File: config.mk
export PLATFORM = sky130hd
export DESIGN_NAME = gpio_padcfg_bank
export DESIGN_NICKNAME = d
export VERILOG_FILES = /design/src/rtl/gpio_padcfg_pkg.sv /design/src/rtl/padcfg_plain_bank.sv /design/src/rtl/padcfg_excl_group.sv /design/src/rtl/padcfg_pin_ctl.sv /design/src/rtl/gpio_padcfg_bank.sv
export SDC_FILE = /design/constraint.sdc
export NUM_CORES = 1
export LEC_CHECK = 0
export BUFFER_PORTS_ARGS = -buffer_cell sky130_fd_sc_hd__buf_2
export CAP_MARGIN = 25
export CORE_UTILIZATION = 40
export DETAILED_ROUTE_END_ITERATION = 12
export PLACE_DENSITY_LB_ADDON = 0.25
export SETUP_SLACK_MARGIN = 0.1
export SLEW_MARGIN = 0
export SYNTH_ARGS = -nofsm -noshare
export SYNTH_HDL_FRONTEND = slang
export SYNTH_HIERARCHICAL = 1
export SYNTH_SLANG_ARGS = --single-unit
File: constraint.sdc
create_clock -name clk -period 2.09 [get_ports clk]
set_input_delay 0.3135 -clock clk [delete_from_list [all_inputs] [get_ports clk]]
set_output_delay 0.3135 -clock clk [all_outputs]
set_load 0.05 [all_outputs]
File: src/rtl/gpio_padcfg_pkg.sv
package gpio_padcfg_pkg;
  localparam int ADDR_W   = 4;
  localparam int NUM_REGS = 10;

  typedef enum logic [ADDR_W-1:0] {
    RA_DIR = 4'd0,
    RA_ALT = 4'd1,
    RA_ODN = 4'd2,
    RA_DEN = 4'd3,
    RA_PUP = 4'd4,
    RA_PDN = 4'd5,
    RA_DR2 = 4'd6,
    RA_DR4 = 4'd7,
    RA_DR8 = 4'd8,
    RA_SLW = 4'd9
  } reg_addr_e;

  // indices inside the plain register bank
  localparam int PL_DIR = 0;
  localparam int PL_ALT = 1;
  localparam int PL_ODN = 2;
  localparam int PL_DEN = 3;
  localparam int PL_SLW = 4;
  localparam int PL_CNT = 5;
endpackage

File: src/rtl/padcfg_plain_bank.sv
module padcfg_plain_bank #(
  parameter int                 N   = 8,
  parameter int                 K   = 5,
  parameter logic [K*N-1:0]     RST = '0
) (
  input  logic                  clk,
  input  logic                  rst_n,
  input  logic [K-1:0]          wr_hit,
  input  logic [N-1:0]          wdata,
  output logic [K-1:0][N-1:0]   q
);
  for (genvar k = 0; k < K; k++) begin : g_reg
    always_ff @(posedge clk or negedge rst_n) begin
      if (!rst_n)         q[k] <= RST[k*N +: N];
      else if (wr_hit[k]) q[k] <= wdata;
    end
  end

  // a write stores exactly the written word
  for (genvar k = 0; k < K; k++) begin : g_chk
    assert_store_R2: assert property (@(posedge clk) disable iff (!rst_n)
      wr_hit[k] |=> (q[k] == $past(wdata)));
  end
endmodule

File: src/rtl/padcfg_excl_group.sv
module padcfg_excl_group #(
  parameter int                 N   = 8,
  parameter int                 G   = 2,
  parameter logic [G*N-1:0]     RST = '0
) (
  input  logic                  clk,
  input  logic                  rst_n,
  input  logic [G-1:0]          wr_hit,
  input  logic [N-1:0]          wdata,
  output logic [G-1:0][N-1:0]   q
);
  function automatic logic [N-1:0] knock_out(input logic [N-1:0] held,
                                             input logic [N-1:0] set_bits);
    return held & ~set_bits;
  endfunction

  for (genvar g = 0; g < G; g++) begin : g_mem
    localparam logic [G-1:0] SELF = G'(1) << g;
    logic sibling_written;
    logic [N-1:0] others_or;
    assign sibling_written = |(wr_hit & ~SELF);

    always_comb begin
      others_or = '0;
      for (int h = 0; h < G; h++)
        if (h != g) others_or = others_or | q[h];
    end

    always_ff @(posedge clk or negedge rst_n) begin
      if (!rst_n)               q[g] <= RST[g*N +: N];
      else if (wr_hit[g])       q[g] <= wdata;
      else if (sibling_written) q[g] <= knock_out(q[g], wdata);
    end

    // pins written with 1 are cleared in every sibling
    assert_sibling_clear_R3_R4_R5: assert property (@(posedge clk) disable iff (!rst_n)
      wr_hit[g] |=> ((others_or & $past(wdata)) == '0));
    // pins written with 0 leave the siblings alone
    assert_zero_keeps_R6: assert property (@(posedge clk) disable iff (!rst_n)
      (wr_hit[g] && wdata == '0) |=> $stable(others_or));
  end
endmodule

File: src/rtl/padcfg_pin_ctl.sv
module padcfg_pin_ctl (
  input  logic dir_b,
  input  logic alt_b,
  input  logic odn_b,
  input  logic den_b,
  input  logic drv8_b,
  input  logic slw_b,
  input  logic pad_in_b,
  output logic oe_b,
  output logic alt_own_b,
  output logic od_b,
  output logic slew_b,
  output logic core_in_b
);
  function automatic logic gate(input logic en, input logic v);
    return en & v;
  endfunction

  assign oe_b      = gate(den_b, dir_b & ~alt_b);
  assign alt_own_b = gate(den_b, alt_b);
  assign od_b      = gate(den_b, odn_b);
  assign slew_b    = gate(drv8_b, slw_b);
  assign core_in_b = gate(den_b, pad_in_b);
endmodule

File: src/rtl/gpio_padcfg_bank.sv
module gpio_padcfg_bank
  import gpio_padcfg_pkg::*;
#(
  parameter int                N_PINS   = 8,
  parameter logic [N_PINS-1:0] DBG_PINS = 8'hC0
) (
  input  logic                 clk,
  input  logic                 rst_n,
  input  logic                 wr_en,
  input  logic [ADDR_W-1:0]    addr,
  input  logic [N_PINS-1:0]    wdata,
  output logic [N_PINS-1:0]    rdata,
  input  logic [N_PINS-1:0]    pad_in,
  output logic [N_PINS-1:0]    core_in,
  output logic [N_PINS-1:0]    pad_oe,
  output logic [N_PINS-1:0]    pad_alt,
  output logic [N_PINS-1:0]    pad_od,
  output logic [N_PINS-1:0]    pad_pu,
  output logic [N_PINS-1:0]    pad_pd,
  output logic [N_PINS-1:0]    pad_drv2,
  output logic [N_PINS-1:0]    pad_drv4,
  output logic [N_PINS-1:0]    pad_drv8,
  output logic [N_PINS-1:0]    pad_slew
);
  localparam logic [N_PINS-1:0]          ZW  = '0;
  localparam logic [N_PINS-1:0]          OW  = '1;
  localparam logic [PL_CNT*N_PINS-1:0]   PL_RST = {ZW, DBG_PINS, ZW, ZW, ZW};
  localparam logic [2*N_PINS-1:0]        PULL_RST = {ZW, ZW};
  localparam logic [3*N_PINS-1:0]        DRV_RST  = {ZW, ZW, OW};

  logic [NUM_REGS-1:0]            wr_hit;
  logic [PL_CNT-1:0]              plain_hit;
  logic [1:0]                     pull_hit;
  logic [2:0]                     drv_hit;
  logic [PL_CNT-1:0][N_PINS-1:0]  plain_q;
  logic [1:0][N_PINS-1:0]         pull_q;
  logic [2:0][N_PINS-1:0]         drv_q;

  for (genvar r = 0; r < NUM_REGS; r++) begin : g_dec
    assign wr_hit[r] = wr_en && (addr == ADDR_W'(r));
  end

  assign plain_hit = {wr_hit[RA_SLW], wr_hit[RA_DEN], wr_hit[RA_ODN],
                      wr_hit[RA_ALT], wr_hit[RA_DIR]};
  assign pull_hit  = {wr_hit[RA_PDN], wr_hit[RA_PUP]};
  assign drv_hit   = {wr_hit[RA_DR8], wr_hit[RA_DR4], wr_hit[RA_DR2]};

  padcfg_plain_bank #(.N(N_PINS), .K(PL_CNT), .RST(PL_RST)) u_plain (
    .clk(clk), .rst_n(rst_n), .wr_hit(plain_hit), .wdata(wdata), .q(plain_q));

  padcfg_excl_group #(.N(N_PINS), .G(2), .RST(PULL_RST)) u_pull (
    .clk(clk), .rst_n(rst_n), .wr_hit(pull_hit), .wdata(wdata), .q(pull_q));

  padcfg_excl_group #(.N(N_PINS), .G(3), .RST(DRV_RST)) u_drive (
    .clk(clk), .rst_n(rst_n), .wr_hit(drv_hit), .wdata(wdata), .q(drv_q));

  for (genvar p = 0; p < N_PINS; p++) begin : g_pin
    padcfg_pin_ctl u_pin (
      .dir_b    (plain_q[PL_DIR][p]),
      .alt_b    (plain_q[PL_ALT][p]),
      .odn_b    (plain_q[PL_ODN][p]),
      .den_b    (plain_q[PL_DEN][p]),
      .drv8_b   (drv_q[2][p]),
      .slw_b    (plain_q[PL_SLW][p]),
      .pad_in_b (pad_in[p]),
      .oe_b     (pad_oe[p]),
      .alt_own_b(pad_alt[p]),
      .od_b     (pad_od[p]),
      .slew_b   (pad_slew[p]),
      .core_in_b(core_in[p]));
  end

  assign pad_pu   = pull_q[0];
  assign pad_pd   = pull_q[1];
  assign pad_drv2 = drv_q[0];
  assign pad_drv4 = drv_q[1];
  assign pad_drv8 = drv_q[2];

  always_comb begin
    case (addr)
      RA_DIR:  rdata = plain_q[PL_DIR];
      RA_ALT:  rdata = plain_q[PL_ALT];
      RA_ODN:  rdata = plain_q[PL_ODN];
      RA_DEN:  rdata = plain_q[PL_DEN];
      RA_PUP:  rdata = pull_q[0];
      RA_PDN:  rdata = pull_q[1];
      RA_DR2:  rdata = drv_q[0];
      RA_DR4:  rdata = drv_q[1];
      RA_DR8:  rdata = drv_q[2];
      RA_SLW:  rdata = plain_q[PL_SLW];
      default: rdata = '0;
    endcase
  end

  // observation wires for the checks below
  logic [N_PINS-1:0] den_off;
  logic [N_PINS-1:0] gated_leak;
  logic [N_PINS-1:0] pull_clash;
  assign den_off    = ~plain_q[PL_DEN];
  assign gated_leak = den_off & (pad_oe | pad_alt | pad_od | core_in);
  assign pull_clash = pull_q[0] & pull_q[1];

  assert_den_gate_R10: assert property (@(posedge clk) disable iff (!rst_n)
    gated_leak == '0);
  assert_slew_needs_8ma_R7: assert property (@(posedge clk) disable iff (!rst_n)
    (pad_slew & ~pad_drv8) == '0);
  assert_alt_blocks_oe_R8: assert property (@(posedge clk) disable iff (!rst_n)
    (pad_oe & pad_alt) == '0);
  assert_unmapped_write_R2: assert property (@(posedge clk) disable iff (!rst_n)
    (wr_en && wr_hit == '0) |=> ($stable(plain_q) && $stable(pull_q) && $stable(drv_q)));
  assert_pull_write_R3: assert property (@(posedge clk) disable iff (!rst_n)
    wr_hit[RA_PUP] |=> ((pull_clash & $past(wdata)) == '0));
endmodule

==> reports/metrics.cfg <==
[outcome]
outcome = completed

[routing]
post_drt_wl_per_cell_um = 18.9
initialDrtViolationCount = 183
vias = 3624
routed_wl_um = 12600
drcViolationCount = 0
firstDrtPassIters = 4
antenna_left = 0
avgViaCountPerCell = 5.47

[synth]
ys_async_sr_fraction = 1.00
yosys_most_used_dff = dfrtp_1
synth_area_per_cell_um2 = 11.9
synth_fa_ha_area_frac = 0
synth_cells = 389
syn-num-nets = 412
synth-edff-count = 0
synth-xor-area-share = 0
ys.warnings.count = 6
ys_seq_elements = 80
synth_cell_types = 46
synth_mux_area_frac = 0.215
synth_top_family_by_area = multiplexers
ys_seq_area_frac = 0.437
synthSimpleGateAreaFrac = 0.149
syn_area_um2 = 4610
synth_compound_area_frac = 0.147

[sta]
rsz0062_at_grt = yes
finalSetupViolations = 0
max_freq_mhz = 511
whs_ns = 0.343
relSlewSlack = 0.679
fin_worst_skew_ns = 0
setup_ws_ns = 0.134
finalCriticalPeriod_ns = 1.96
drv_slew = 0
tns_ns = 0
worst_pin_slew_ns = 0.482
period_share = 0.936
final_hold_viol_count = 0

[cts]
clkTransAtPathRegs_ns = 0.06
ctsHtreeMaxLevel = 3
cts_max_path_buffers = 2
cts_tree = built
clock_latency_ns = 0.34
cts_root_buf = clkbuf_16
cts_made_buffers = 9
cts_sinks = 80

[die]
die_width_um = 109
die-area_um2 = 12000
die_y_um = 109
ioPinCount = 111
core-area_um2 = 11000
row_count = 38
start_util = 0.418

[power]
power_leakage_nw = 2.79
p_total_mw = 6.35
p_seq_frac = 0.360
vdd_ir_drop_max_mv = 0.506
comb_power_share = 0.372
switching_share = 0.400
p_per_area_nw_per_um2 = 1080
p_clk_frac = 0.268
p_sw_mw = 2.54
internal_power_mw = 3.81

[worst_setup_path]
critPathKind = in2out
worstPathMaxFanout = 12
cp-start-kind = input port
end_kind = output port
critical_path_arrival_ns = 1.64
crit_required_ns = 1.78

[global_routing]
grt_pass1_vias = 3508
grt.overflow.total = 0
grt_max_degree = 48
grt_first_pass_wirelength_um = 19700
antenna_found_initial = 0
grt_usage = 0.225

[cells_and_area]
diodes = 0
fin_nets = 541
fin_area_um2 = 5880
utilization = 0.533
area_growth_pct = 27.6
stdcell_count = 663
drive_gt1_frac = 0.503

[placed_design]
dpl_worst_slack_ns = 0.0615
place_congestion = 0.860
dp_cells = 644
post-dp-hpwl_um = 9480
io_buffers = 110
postPlaceCellArea_um2 = 5470

[min_path]
hold_path.class = in2reg

[run]
max_cap_violations = 0

==> worst paths after layout <==
| kind | startpoint | slack (ns) | endpoint | cells past startpoint |
|---|---|---|---|---|
| max in group asynchronous | rst_n | 0.95 | u_plain/q[30] | 3 |
| setup / recovery | addr[1] | 0.13 | rdata[5] | 7 |
| hold reg to reg | u_plain/q[22] | 0.54 | u_plain/q[22] | 1 |
| min in group asynchronous | rst_n | 0.47 | u_pull/g_mem[1].others_or[0] | 2 |
| setup reg to reg | u_pull/g_mem[1].others_or[4] | 1.19 | u_pull/g_mem[1].others_or[4] | 2 |
| hold / removal | wdata[1] | 0.34 | u_drive/q[1] | 2 |
==> power by group through the flow <==
stage	Combinational, mW	Sequential (mW)	Clock [mW]
after floorplan	1.30	2.68	0
after global placement	2.30	2.30	0
after detailed placement	2.32	2.30	0
after CTS	2.33	2.28	1.73
after global routing	2.49	2.32	1.80
final	2.36	2.29	1.70
==> synthesized netlist by cell type, types with 2 or more instances <==
cell type,count,area [um2]
a211oi_1,3,22.5
o32ai_1,2,17.5
a22o_1,9,78.8
o21ai_2,5,43.8
or3_1,3,18.8
nand2b_1,2,12.5
o21ai_0,3,15.0
nor2_1,16,60.1
a31oi_1,26,163
nor3_1,5,25.0
and3b_1,8,70.1
buf_6,13,146
a221oi_1,2,17.5
o2bb2ai_1,3,26.3
mux2_4,40,601
buf_2,8,40.0
or2_1,4,25.0
a21bo_2,2,20.0
mux2_2,2,22.5
a22oi_1,12,90.1
a21bo_1,6,60.1
o21ai_1,3,15.0
o221ai_1,2,17.5
clkbuf_1,4,15.0
a32oi_1,4,35.0
and2_2,24,180
dfstp_2,10,263
mux2i_1,37,370
nand3b_1,2,15.0
nor4_1,2,12.5
dfrtp_1,70,1750
nand2_1,11,41.3
nor4bb_1,3,30.0
nor2b_1,15,93.8
a21oi_1,3,15.0
o211ai_1,4,30.0
and2_1,10,62.6
inv_1,3,11.3
==> what timing repair did <==
action	CTS	global route
setup endpoints to repair	3	7
resized for setup	4	20
buffers inserted	0	2
endpoints found under the hold margin	32	0
pin swaps	0	3
hold buffers	1	0
==> critical path: stages <==
cell and delay [ns]:
buf_2 0.16, buf_12 0.17, nor2b_2 0.17, a22oi_1 0.15, o32ai_1 0.10, or3_1 0.40
buf_6 0.17
==> cells in the final DEF, fill, tap and decap left out, drive strengths merged, types with 4 or more instances in the layout <==
master and instances:
buf 143, dfrtp 70, mux2 42, mux2i 37, and2 34, a31oi 26
nor2 16, nor2b 15, nand2 13, clkbuf 12, a22oi 12, o21ai 11
dfstp 10, a22o 9, and3b 8, a21bo 8, nor3 5, or2 5
o211ai 4, a32oi 4
==> layer usage <==
layer / track usage / up-vias / routed length, um
met5: 0 / - / 0
met4: 0.0819 / 0 / 177
met3: 0.0302 / 14 / 434
met2: 0.343 / 92 / 5740
met1: 0.325 / 1810 / 6200
li1: - / 1708 / -
==> state kept, by name, indices dropped and copies added (netlist names) <==
signal                  flops
u_drive/q                  24
u_plain/q                  40
u_pull/g_mem.others_or     16
==> layout make-up <==
class / instances / area, um2
Clock buffer: 11 / 243
Clock inverter: 5 / 80.1
Fill cell: 1031 / 5150
Inverter: 3 / 11.3
Multi-Input combinational cell: 279 / 2420
Sequential cell: 80 / 2020
Tap cell: 140 / 175
Timing Repair Buffer: 145 / 933
==> kinds of logic (layout without fill, tap and decap cells) <==
kind of cell / Yosys count / in the layout
compound gates: 90 / 90
buf+inv: 30 / 164
flops: 80 / 80
mux: 79 / 79
simple gates: 110 / 110
No activity file was read; power rests on OpenSTA's default activity.
